==> config.mk <==
export PLATFORM = sky130hd
export DESIGN_NAME = bufspi_seq
export DESIGN_NICKNAME = d
export VERILOG_FILES = /design/src/rtl/bufspi_pkg.sv /design/src/rtl/bufspi_ctrl.sv /design/src/rtl/bufspi_dp.sv /design/src/rtl/bufspi_seq.sv
export SDC_FILE = /design/constraint.sdc
export NUM_CORES = 2
export LEC_CHECK = 0
export BUFFER_PORTS_ARGS = -buffer_cell sky130_fd_sc_hd__buf_2
export CORE_ASPECT_RATIO = 0.8
export CORE_UTILIZATION = 58
export DETAILED_ROUTE_END_ITERATION = 10
export HOLD_SLACK_MARGIN = 0.12
export PLACE_DENSITY = 0.74
export SYNTH_ARGS = -nofsm -noshare
export SYNTH_HDL_FRONTEND = slang
export SYNTH_SLANG_ARGS = --single-unit
==> constraint.sdc <==
create_clock -name clk -period 4.15 [get_ports clk]
set_input_delay 0.83 -clock clk [delete_from_list [all_inputs] [get_ports clk]]
set_output_delay 0.83 -clock clk [all_outputs]
set_load 0.05 [all_outputs]
==> src/rtl/bufspi_pkg.sv <==
package bufspi_pkg;

  // engine state, also the value reported in the status register
  typedef enum logic [3:0] {
    ST_IDLE = 4'd0,
    ST_SEND = 4'd1,
    ST_RECV = 4'd2,
    ST_GAP  = 4'd3
  } seqState_t;

  // strobes from control to datapath
  typedef struct packed {
    logic loadTx;    // load transmit shifter from buffer[idx]
    logic shiftTx;   // advance transmit shifter by one bit
    logic sampleRx;  // shift miso into receive shifter
    logic commitRx;  // write receive shifter to buffer[idx]
  } dpStrobe_t;

  // register word indices (byte offset / 4)
  localparam int REG_CTRL   = 0;
  localparam int REG_TXLEN  = 1;
  localparam int REG_RXLEN  = 2;
  localparam int REG_MISC   = 3;
  localparam int REG_STATUS = 4;

  localparam int MISC_RST_BIT = 28;

endpackage

==> src/rtl/bufspi_ctrl.sv <==
module bufspi_ctrl
  import bufspi_pkg::*;
#(
  parameter int BUF_BYTES = 128,
  parameter int DESEL_W   = 5,
  parameter int DESEL_RST = 10,
  parameter int LAT_RST   = 2,
  localparam int IDX_W    = $clog2(BUF_BYTES),
  localparam int LEN_W    = IDX_W + 1,
  localparam int ADDR_W   = IDX_W + 1
) (
  input  logic              clk,
  input  logic              rstN,
  input  logic              busWr,
  input  logic [ADDR_W-1:0] busAddr,
  input  logic [31:0]       busWdata,
  output logic [31:0]       regRdata,
  output dpStrobe_t         strobe,
  output logic [IDX_W-1:0]  dpIdx,
  output logic              sck,
  output logic              csN
);

  localparam logic [LEN_W-1:0] BUF_LEN = LEN_W'(BUF_BYTES);

  seqState_t            stateR;
  logic                 enR, readyR, wipR, swRstR;
  logic [LEN_W-1:0]     txLenR, rxLenR, leftR, rxEffR;
  logic [1:0]           latR;
  logic [DESEL_W-1:0]   deselR, gapCnt;
  logic                 sckR, csNR;
  logic [2:0]           bitCnt;
  logic [IDX_W-1:0]     idxR;

  logic                 isReg;
  logic [ADDR_W-4:0]    regIdx;
  logic                 wrCtrl, wrMisc, trigAccept, swRstNext;
  logic [LEN_W-1:0]     txEff, room, rxEff;
  logic                 lastBit, lastByte;

  assign isReg    = !busAddr[ADDR_W-1];
  assign regIdx   = busAddr[ADDR_W-2:2];
  assign wrCtrl   = busWr && isReg && (regIdx == (ADDR_W-3)'(REG_CTRL));
  assign wrMisc   = busWr && isReg && (regIdx == (ADDR_W-3)'(REG_MISC));
  assign swRstNext = wrMisc ? busWdata[MISC_RST_BIT] : swRstR;
  assign trigAccept = wrCtrl && busWdata[3] && busWdata[2] && !wipR && !swRstR;

  // clamp lengths so output plus input fits in the buffer
  assign txEff = (txLenR > BUF_LEN) ? BUF_LEN : txLenR;
  assign room  = BUF_LEN - txEff;
  assign rxEff = (rxLenR > room) ? room : rxLenR;

  assign lastBit  = (bitCnt == 3'd7);
  assign lastByte = (leftR == LEN_W'(1));

  // datapath strobes
  always_comb begin
    strobe          = '0;
    strobe.loadTx   = (trigAccept && txEff != '0) ||
                      (stateR == ST_SEND && sckR && lastBit && !lastByte);
    strobe.shiftTx  = (stateR == ST_SEND) && sckR && !lastBit;
    strobe.sampleRx = (stateR == ST_RECV) && !sckR;
    strobe.commitRx = (stateR == ST_RECV) && sckR && lastBit;
    case (stateR)
      ST_SEND: dpIdx = idxR + IDX_W'(1);
      ST_RECV: dpIdx = idxR;
      default: dpIdx = '0;
    endcase
  end

  // register read mux
  always_comb begin
    regRdata = '0;
    case (regIdx)
      (ADDR_W-3)'(REG_CTRL):   regRdata = {28'd0, enR, 1'b0, readyR, wipR};
      (ADDR_W-3)'(REG_TXLEN):  regRdata = 32'(txLenR);
      (ADDR_W-3)'(REG_RXLEN):  regRdata = 32'(rxLenR);
      (ADDR_W-3)'(REG_MISC): begin
        regRdata[MISC_RST_BIT] = swRstR;
        regRdata[26:25]        = latR;
        regRdata[DESEL_W-1:0]  = deselR;
      end
      (ADDR_W-3)'(REG_STATUS): regRdata = {28'd0, stateR};
      default:                 regRdata = '0;
    endcase
  end

  // software-visible configuration
  always_ff @(posedge clk or negedge rstN) begin
    if (!rstN) begin
      enR    <= 1'b0;
      txLenR <= '0;
      rxLenR <= '0;
      swRstR <= 1'b0;
      latR   <= 2'(LAT_RST);
      deselR <= DESEL_W'(DESEL_RST);
    end else if (busWr && isReg) begin
      case (regIdx)
        (ADDR_W-3)'(REG_CTRL):  enR    <= busWdata[3];
        (ADDR_W-3)'(REG_TXLEN): txLenR <= busWdata[LEN_W-1:0];
        (ADDR_W-3)'(REG_RXLEN): rxLenR <= busWdata[LEN_W-1:0];
        (ADDR_W-3)'(REG_MISC): begin
          swRstR <= busWdata[MISC_RST_BIT];
          latR   <= busWdata[26:25];
          deselR <= busWdata[DESEL_W-1:0];
        end
        default: ;
      endcase
    end
  end

  // sequencer
  always_ff @(posedge clk or negedge rstN) begin
    if (!rstN) begin
      stateR <= ST_IDLE;
      readyR <= 1'b0;
      wipR   <= 1'b0;
      sckR   <= 1'b0;
      csNR   <= 1'b1;
      bitCnt <= '0;
      idxR   <= '0;
      leftR  <= '0;
      rxEffR <= '0;
      gapCnt <= '0;
    end else if (swRstNext) begin
      stateR <= ST_IDLE;
      readyR <= 1'b0;
      wipR   <= 1'b0;
      sckR   <= 1'b0;
      csNR   <= 1'b1;
      bitCnt <= '0;
    end else begin
      if (wrCtrl && !busWdata[3]) readyR <= 1'b0;
      case (stateR)
        ST_IDLE: begin
          if (trigAccept) begin
            wipR   <= 1'b1;
            readyR <= 1'b0;
            sckR   <= 1'b0;
            bitCnt <= '0;
            idxR   <= '0;
            rxEffR <= rxEff;
            if (txEff != '0) begin
              stateR <= ST_SEND;
              csNR   <= 1'b0;
              leftR  <= txEff;
            end else if (rxEff != '0) begin
              stateR <= ST_RECV;
              csNR   <= 1'b0;
              leftR  <= rxEff;
            end else begin
              stateR <= ST_GAP;
              readyR <= 1'b1;
              gapCnt <= deselR;
            end
          end
        end
        ST_SEND, ST_RECV: begin
          sckR <= !sckR;
          if (sckR) begin
            if (!lastBit) begin
              bitCnt <= bitCnt + 3'd1;
            end else begin
              bitCnt <= '0;
              if (!lastByte) begin
                leftR <= leftR - LEN_W'(1);
                idxR  <= idxR + IDX_W'(1);
              end else if (stateR == ST_SEND && rxEffR != '0) begin
                stateR <= ST_RECV;
                idxR   <= idxR + IDX_W'(1);
                leftR  <= rxEffR;
              end else begin
                stateR <= ST_GAP;
                csNR   <= 1'b1;
                readyR <= 1'b1;
                gapCnt <= deselR;
              end
            end
          end
        end
        ST_GAP: begin
          sckR <= 1'b0;
          if (gapCnt == '0) begin
            stateR <= ST_IDLE;
            wipR   <= 1'b0;
          end else begin
            gapCnt <= gapCnt - DESEL_W'(1);
          end
        end
        default: stateR <= ST_IDLE;
      endcase
    end
  end

  assign sck = sckR;
  assign csN = csNR;

  // ---------------- assertions ----------------
  assert_sck_in_cs_R4: assert property (@(posedge clk) disable iff (!rstN)
    sckR |-> !csNR);

  assert_soft_reset_idle_R11: assert property (@(posedge clk) disable iff (!rstN)
    swRstR |-> (stateR == ST_IDLE && !wipR && !readyR && csNR));

  assert_busy_falls_after_gap_R7: assert property (@(posedge clk) disable iff (!rstN)
    $fell(wipR) |-> ($past(stateR) == ST_GAP || swRstR));

  assert_ready_with_cs_R7: assert property (@(posedge clk) disable iff (!rstN)
    $rose(readyR) |-> csNR);

  assert_busy_trigger_ignored_R8: assert property (@(posedge clk) disable iff (!rstN)
    (wrCtrl && busWdata[3] && busWdata[2] && (stateR == ST_SEND || stateR == ST_RECV))
      |=> (stateR != ST_IDLE));

  assert_no_overflow_R9: assert property (@(posedge clk) disable iff (!rstN)
    (stateR == ST_RECV) |->
      ((LEN_W+1)'(idxR) + (LEN_W+1)'(leftR) <= (LEN_W+1)'(BUF_BYTES)));

endmodule

==> src/rtl/bufspi_dp.sv <==
module bufspi_dp
  import bufspi_pkg::*;
#(
  parameter int BUF_BYTES = 128,
  localparam int IDX_W    = $clog2(BUF_BYTES),
  localparam int ADDR_W   = IDX_W + 1,
  localparam int WORD_W   = IDX_W - 2
) (
  input  logic              clk,
  input  logic              rstN,
  input  logic              busWr,
  input  logic [ADDR_W-1:0] busAddr,
  input  logic [31:0]       busWdata,
  output logic [31:0]       bufRdata,
  input  dpStrobe_t         strobe,
  input  logic [IDX_W-1:0]  dpIdx,
  input  logic              miso,
  output logic              mosi
);

  logic [7:0]        bufMem [BUF_BYTES];
  logic [7:0]        txShift, rxShift;
  logic [WORD_W-1:0] wordSel;
  logic              bufWr;

  assign wordSel = busAddr[ADDR_W-2:2];
  assign bufWr   = busWr && busAddr[ADDR_W-1];

  // shared buffer: bus word writes, engine byte commits (engine wins)
  always_ff @(posedge clk) begin
    if (bufWr) begin
      for (int k = 0; k < 4; k++) begin
        bufMem[{wordSel, 2'(k)}] <= busWdata[8*k +: 8];
      end
    end
    if (strobe.commitRx) bufMem[dpIdx] <= rxShift;
  end

  always_comb begin
    for (int k = 0; k < 4; k++) begin
      bufRdata[8*k +: 8] = bufMem[{wordSel, 2'(k)}];
    end
  end

  always_ff @(posedge clk or negedge rstN) begin
    if (!rstN) begin
      txShift <= '0;
      rxShift <= '0;
    end else begin
      if (strobe.loadTx)        txShift <= bufMem[dpIdx];
      else if (strobe.shiftTx)  txShift <= {txShift[6:0], 1'b0};
      if (strobe.sampleRx)      rxShift <= {rxShift[6:0], miso};
    end
  end

  assign mosi = txShift[7];

  assert_strobe_exclusive_R4: assert property (@(posedge clk) disable iff (!rstN)
    strobe.shiftTx |-> (!strobe.loadTx && !strobe.sampleRx && !strobe.commitRx));

endmodule

==> src/rtl/bufspi_seq.sv <==
module bufspi_seq
  import bufspi_pkg::*;
#(
  parameter int BUF_BYTES = 128,
  localparam int IDX_W    = $clog2(BUF_BYTES),
  localparam int ADDR_W   = IDX_W + 1
) (
  input  logic              clk,
  input  logic              rstN,
  input  logic              busWr,
  input  logic [ADDR_W-1:0] busAddr,
  input  logic [31:0]       busWdata,
  output logic [31:0]       busRdata,
  output logic              sck,
  output logic              csN,
  output logic              mosi,
  input  logic              miso
);

  dpStrobe_t        strobe;
  logic [IDX_W-1:0] dpIdx;
  logic [31:0]      regRdata, bufRdata;

  bufspi_ctrl #(.BUF_BYTES(BUF_BYTES)) i_ctrl (
    .clk      (clk),
    .rstN     (rstN),
    .busWr    (busWr),
    .busAddr  (busAddr),
    .busWdata (busWdata),
    .regRdata (regRdata),
    .strobe   (strobe),
    .dpIdx    (dpIdx),
    .sck      (sck),
    .csN      (csN)
  );

  bufspi_dp #(.BUF_BYTES(BUF_BYTES)) i_dp (
    .clk      (clk),
    .rstN     (rstN),
    .busWr    (busWr),
    .busAddr  (busAddr),
    .busWdata (busWdata),
    .bufRdata (bufRdata),
    .strobe   (strobe),
    .dpIdx    (dpIdx),
    .miso     (miso),
    .mosi     (mosi)
  );

  assign busRdata = busAddr[ADDR_W-1] ? bufRdata : regRdata;

endmodule

Word-level counts from Yosys, hierarchy flattened. Memories as Yosys holds them, arrays and structs flattened. Index checks and enable logic that the tools add are counted.

Magnitude comparators: 2. Reduce and logical (&&, ||, !) cells: 52. Muxes and demuxes: 79. Bitwise gates (word level): 1. $add $sub $neg: 5. Equality and inequality tests: 26.

Operator list (number): $mux 8 (11); $mux 5 (8); $mux 7 (5); $mux 32 (1); $mux 1 (30); $mux 4 (7); $pmux 7 s2 (2); $pmux 5 s5 (1); $reduce_bool 8->1 (3); $logic_and 1x1->1 (18); $ne 3x1->1 const B (6); $pmux 8 s2 (1); $pmux 5 s3 (1); $reduce_and 7->1 (2); $mux 3 (4); $pmux 3 s2 (2); $pmux 4 s3 (1); $eq 5x2->1 const B (2); $logic_not 5->1 (2); $reduce_and 10->1 (1); $reduce_and 2->1 (5); $reduce_and 3->1 (3); $reduce_bool 3->1 (3); $eq 4x2->1 const B (2); other kinds (29) (44).

Bits in writable memories: 1024. Memories: 1. Bits of input ports: 44. Output and inout port bits: 35. Word-level logic and storage cells: 184. Flip-flop bits (word level): 80.

Memories: i_dp.bufMem (words 128, bits a word 8, read ports 5, clocked after memory_dff 0, write ports 5, RTL line bufspi_dp.sv:21) `logic [7:0] bufMem [BUF_BYTES];`.

Depth between registers and ports, before layout.
Depth after elaboration: 11. Mapped depth: 18. Depth with buffers taken out: 14.

By module. Synthesis repeated with hierarchy kept, for this count alone.

Cells, all modules: 4967. Area, all modules: 66638.9 µm².

By module, submodules not included: bufspi_dp (cells each 4425, area each 61546.5 µm², instances 1, sequential area each 31149.9 µm²); bufspi_ctrl (cells each 506, area each 4548.1 µm², instances 1, sequential area each 1556.5 µm²); bufspi_seq (cells each 36, area each 544.3 µm², instances 1, sequential area each 0.0 µm²).

Worst setup path after synthesis. Ideal clock, no wire load.

Path type: in2out. Start: input busAddr[2]. End: output busRdata[13]. Data required time: 3.320 ns. Arrival time: 4.036 ns. Stages: 9. Slack: -0.716 ns. Path buffers: 4. Path through: clkbuf_1 > clkbuf_1 > buf_1 > buf_1 > mux4_2 > mux2i_1 > nor2_1 > a221oi_1 > a21boi_0.

Longest elaborated chain between the ends: 2.

RTL lines: start, declared (RTL line bufspi_seq.sv:11) `input logic [ADDR_W-1:0] busAddr,`; $mem_v2 128x8; $mux 32 (RTL line bufspi_seq.sv:50) `assign busRdata = busAddr[ADDR_W-1] ? bufRdata : regRdata;`; end, declared (RTL line bufspi_seq.sv:13) `output logic [31:0] busRdata,`.

No other way between the ends.

Worst setup path in the final report.
Start: input busAddr[2]. End: output busRdata[26].

Longest elaborated chain between the ends: 3. Elaborated cells between the ends (all ways): 4. Classes of those cells: eq/ne: 1; mux: 2; memory: 1.

RTL lines (RTL line): parallel branches: the longest is 2 deep, another holds $mem_v2 128x8; $mux 32 * (bufspi_seq.sv:50).

Mark *: on every way between the ends.

==> summary.txt <==
Clock network
  – CTS tree: yes
  – H-tree Lvls: 3
  – CTS Buffer Depth: 3
  – Clock Tree Root: clkbuf_16
  – Hold-fix buffers, CTS: 0
  – Clk Latency, worst-skew pair: 0.77 ns
  – Clock transition at path regs: 0.07 ns
  – Setup bufs post-CTS: 0
  – TritonCTS Buffers: 114
  – CTS Sinks: 1102

STA
  – Fin crit share: 99.82%
  – Fin. max-slew vios: 33
  – Actual slew at the worst max-slew pin: 1.579 ns
  – Slew margin rel.: -5.261%
  – Final count of hold timing violations: 0
  – RSZ-0062 raised after global routing: no
  – Final setup viols: 0
  – F_max: 241.4 MHz
  – Worst setup margin: 0.007423 ns
  – Skew final: 0.03050 ns
  – Fin crit period: 4.143 ns

Place
  – Placement Setup Slack: -0.06591 ns
  – Buffers on Ports: 76
  – DP HPWL: 208.3 mm
  – Routability Congestion: 1.109

Floorplanning
  – Boundary Pins: 79
  – Core Area: 113000 µm²
  – # rows: 110
  – DIE AREA: 115700 µm²
  – Die Y: 304.4 µm
  – Initial Utilization: 58.69%
  – Die width: 380.0 µm

Setup path
  – Crit path DAT: 3.31 ns
  – Critical path data required time: 3.32 ns
  – Crit. End Element: output port
  – CP max FO: 12
  – Critical path launch point type: input port
  – Worst setup path class: input port to output port
  – Worst Reg2Reg Path Length in Cells: 12

Synth
  – Yosys warning total: 0
  – Post-synth top cells: mux2_2 (1073), edfxtp_1 (1024), mux4_2 (539)
  – Main area contributors after synthesis: edfxtp_1 (46%), mux4_2 (18%), mux2_2 (18%), dfrtp_1 (2.8%), mux2i_1 (2.3%)
  – Synth Net Count: 4547
  – Sequential fraction of the synthesis area: 49.32%
  – Seq cells post-synth: 1102
  – Top_reg_cell synth: edfxtp_1
  – Post-synth EDFFs: 1024
  – Post-synthesis cell count: 4482
  – Synth async-reset ratio: 7.078%
  – Post-Syn Area: 66310 µm²
  – Avg Synthesized Cell Area: 14.80 µm²
  – Netlist cell types: 77
  – Synth top area share: 46.37%
  – Yosys top cell by area: edfxtp_1
  – Count leader, synth: mux2_2

Routing
  – Vias: 50130
  – WL/cell: 45.32 µm
  – 1st-pass router iterations: 10
  – Final ANT Viol Nets: 0
  – DRC: 0
  – Iteration-0 DRC Markers: 10640
  – Via-per-instance ratio: 7.857
  – DRT Wirelength: 289.1 mm

Layout
  – Area grow syn2layout: 14.57%
  – # nets final: 4817
  – Layout cells sized above 1: 51.04%
  – Final Util: 67.24%
  – Fill cell count: 8018

Power
  – Power, Total: 35.71 mW
  – Peak supply drop: 0.001770 V
  – Leakage Power: 26.15 nW
  – Pwr/cell area: 470.0 nW/µm²

Flow run
  – Max_cap viols: 1

Global route
  – Gr usage total: 49.49%
  – Pin count of the biggest net entering global routing: 131
  – Initial antenna violation count: 50
  – Global-route wire length before repair: 389.7 mm
  – GRT overflow: 0
  – Vias in the first global route: 45580

Hold path
  – Worst Hold Class: input port to asynchronous set/reset pin

Outcome
  – Status: complete, but fails checks
  – Failing checks: capacitance limit, slew limit
## registers in the layout, indices dropped and copies added (netlist names), 2 cells and up
signal and flops:
i_dp.bufMem 1024, i_ctrl.txLenR 8, i_ctrl.deselR 5, i_ctrl.stateR 2, i_dp.txShift 8, i_ctrl.rxEffR 8
i_ctrl.bitCnt 3, i_ctrl.gapCnt 5, i_ctrl.latR 2, i_ctrl.idxR 7, i_ctrl.rxLenR 8, i_dp.rxShift 8
i_ctrl.leftR 8
## cell type report
class                      instances  area [µm²]  share of cell area (%)
antenna                           21       52.55                 0.06917
inverter                          31       116.4                  0.1532
clock buffer                     133        2997                   3.944
sequential                      1102       32740                   43.09
clock inverter                    78       885.9                   1.166
tap                             1512        1892                   2.490
timing repair buffer             630        5534                   7.284
multi-input combinational       2873       31760                   41.80
## path summary, 6_finish.rpt
path                                       start          endpoint  slack, ns
worst max-delay path                  busAddr[2]      busRdata[26]      0.007
worst min-delay path                        rstN  i_ctrl.gapCnt[3]       0.20
worst max register to register  i_ctrl.stateR[1]   i_dp.txShift[2]       0.03
worst min register to register   i_dp.txShift[0]   i_dp.txShift[0]       0.50
max in group asynchronous                   rstN  i_ctrl.deselR[1]       3.12
min in group clk                            miso   i_dp.rxShift[0]       0.31
## per-layer routing
| metal | vias up | track usage (%) | part of all wire [%] |
|---|---|---|---|
| met5 | - | 1.358 | 0.19 |
| met2 | 5302 | 65.58 | 40 |
| met3 | 800 | 26.25 | 20 |
| met1 | 25450 | 68.23 | 35 |
| li1 | 18530 | - | - |
| met4 | 52 | 18.48 | 5.1 |
## repair_timing
item | CTS | global route
setup endpoints to repair | 14 | 86
gates resized for setup | 1 | 12
gates cloned | 0 | 2
## cells in the final DEF (no fill, tap or decap), types with 9 or more instances in the layout
cell           n
a21boi_1      18
a21oi_1       57
a221oi_1      14
a22o_1        17
a311oi_1       9
a32oi_1       13
and3_1        20
buf_12        70
buf_2         71
buf_4        482
bufinv_16     18
clkbuf_1      14
clkbuf_16    118
clkinv_1      19
clkinv_2      22
clkinvlp_4    12
dfrtp_1       66
diode_2       21
edfxtp_1    1024
ha_1          21
inv_1         30
mux2_2      1073
mux2i_1      150
mux4_2       539
nand2_1      348
nand3_1       47
nand4_1       12
nor2_1       140
nor2b_1       11
nor3_1        25
nor4_1        11
o211ai_1      10
o21ai_0      141
o21ai_1       12
o22ai_1       36
## where the power goes
group | internal, mW | leakage (nW) | switching (mW)
registers | 12.4 | 10.2 | 1.00
clock network | 6.27 | 1.87 | 4.75
logic | 4.55 | 14.1 | 6.74
## metrics by stage
stage	hold WS (ns)	area, µm²	TNS, ns	cells
3_5_place_dp	0.4877	71940	-0.6049	6146
2_1_floorplan	0.4687	66330	0	4482
6_report	0.1977	75970	0	6380
4_1_cts	0.2077	75830	0	6357
5_1_grt	0.2621	75920	0	6360
3_3_place_gp	0.4860	71940	-0.7245	6146
## critical path, stage by stage
cell and delay [ns]:
buf_16 0.23, buf_12 0.20, mux4_2 0.62, mux4_2 0.61
nand2_1 0.15, nand2_1 0.20, a22o_1 0.23, buf_2 0.21
## kinds of logic after synthesis
kind of cell	share of synthesized area, %
adders and majority gates	0.3962
buffers and inverters	2.940
AOI/OAI and AO/OA	3.987
muxes	38.79
and+or+nand+nor	4.474
DFF	49.32
xor gates and xnor gates	0.09245
(Power assumes the default switching activity.)
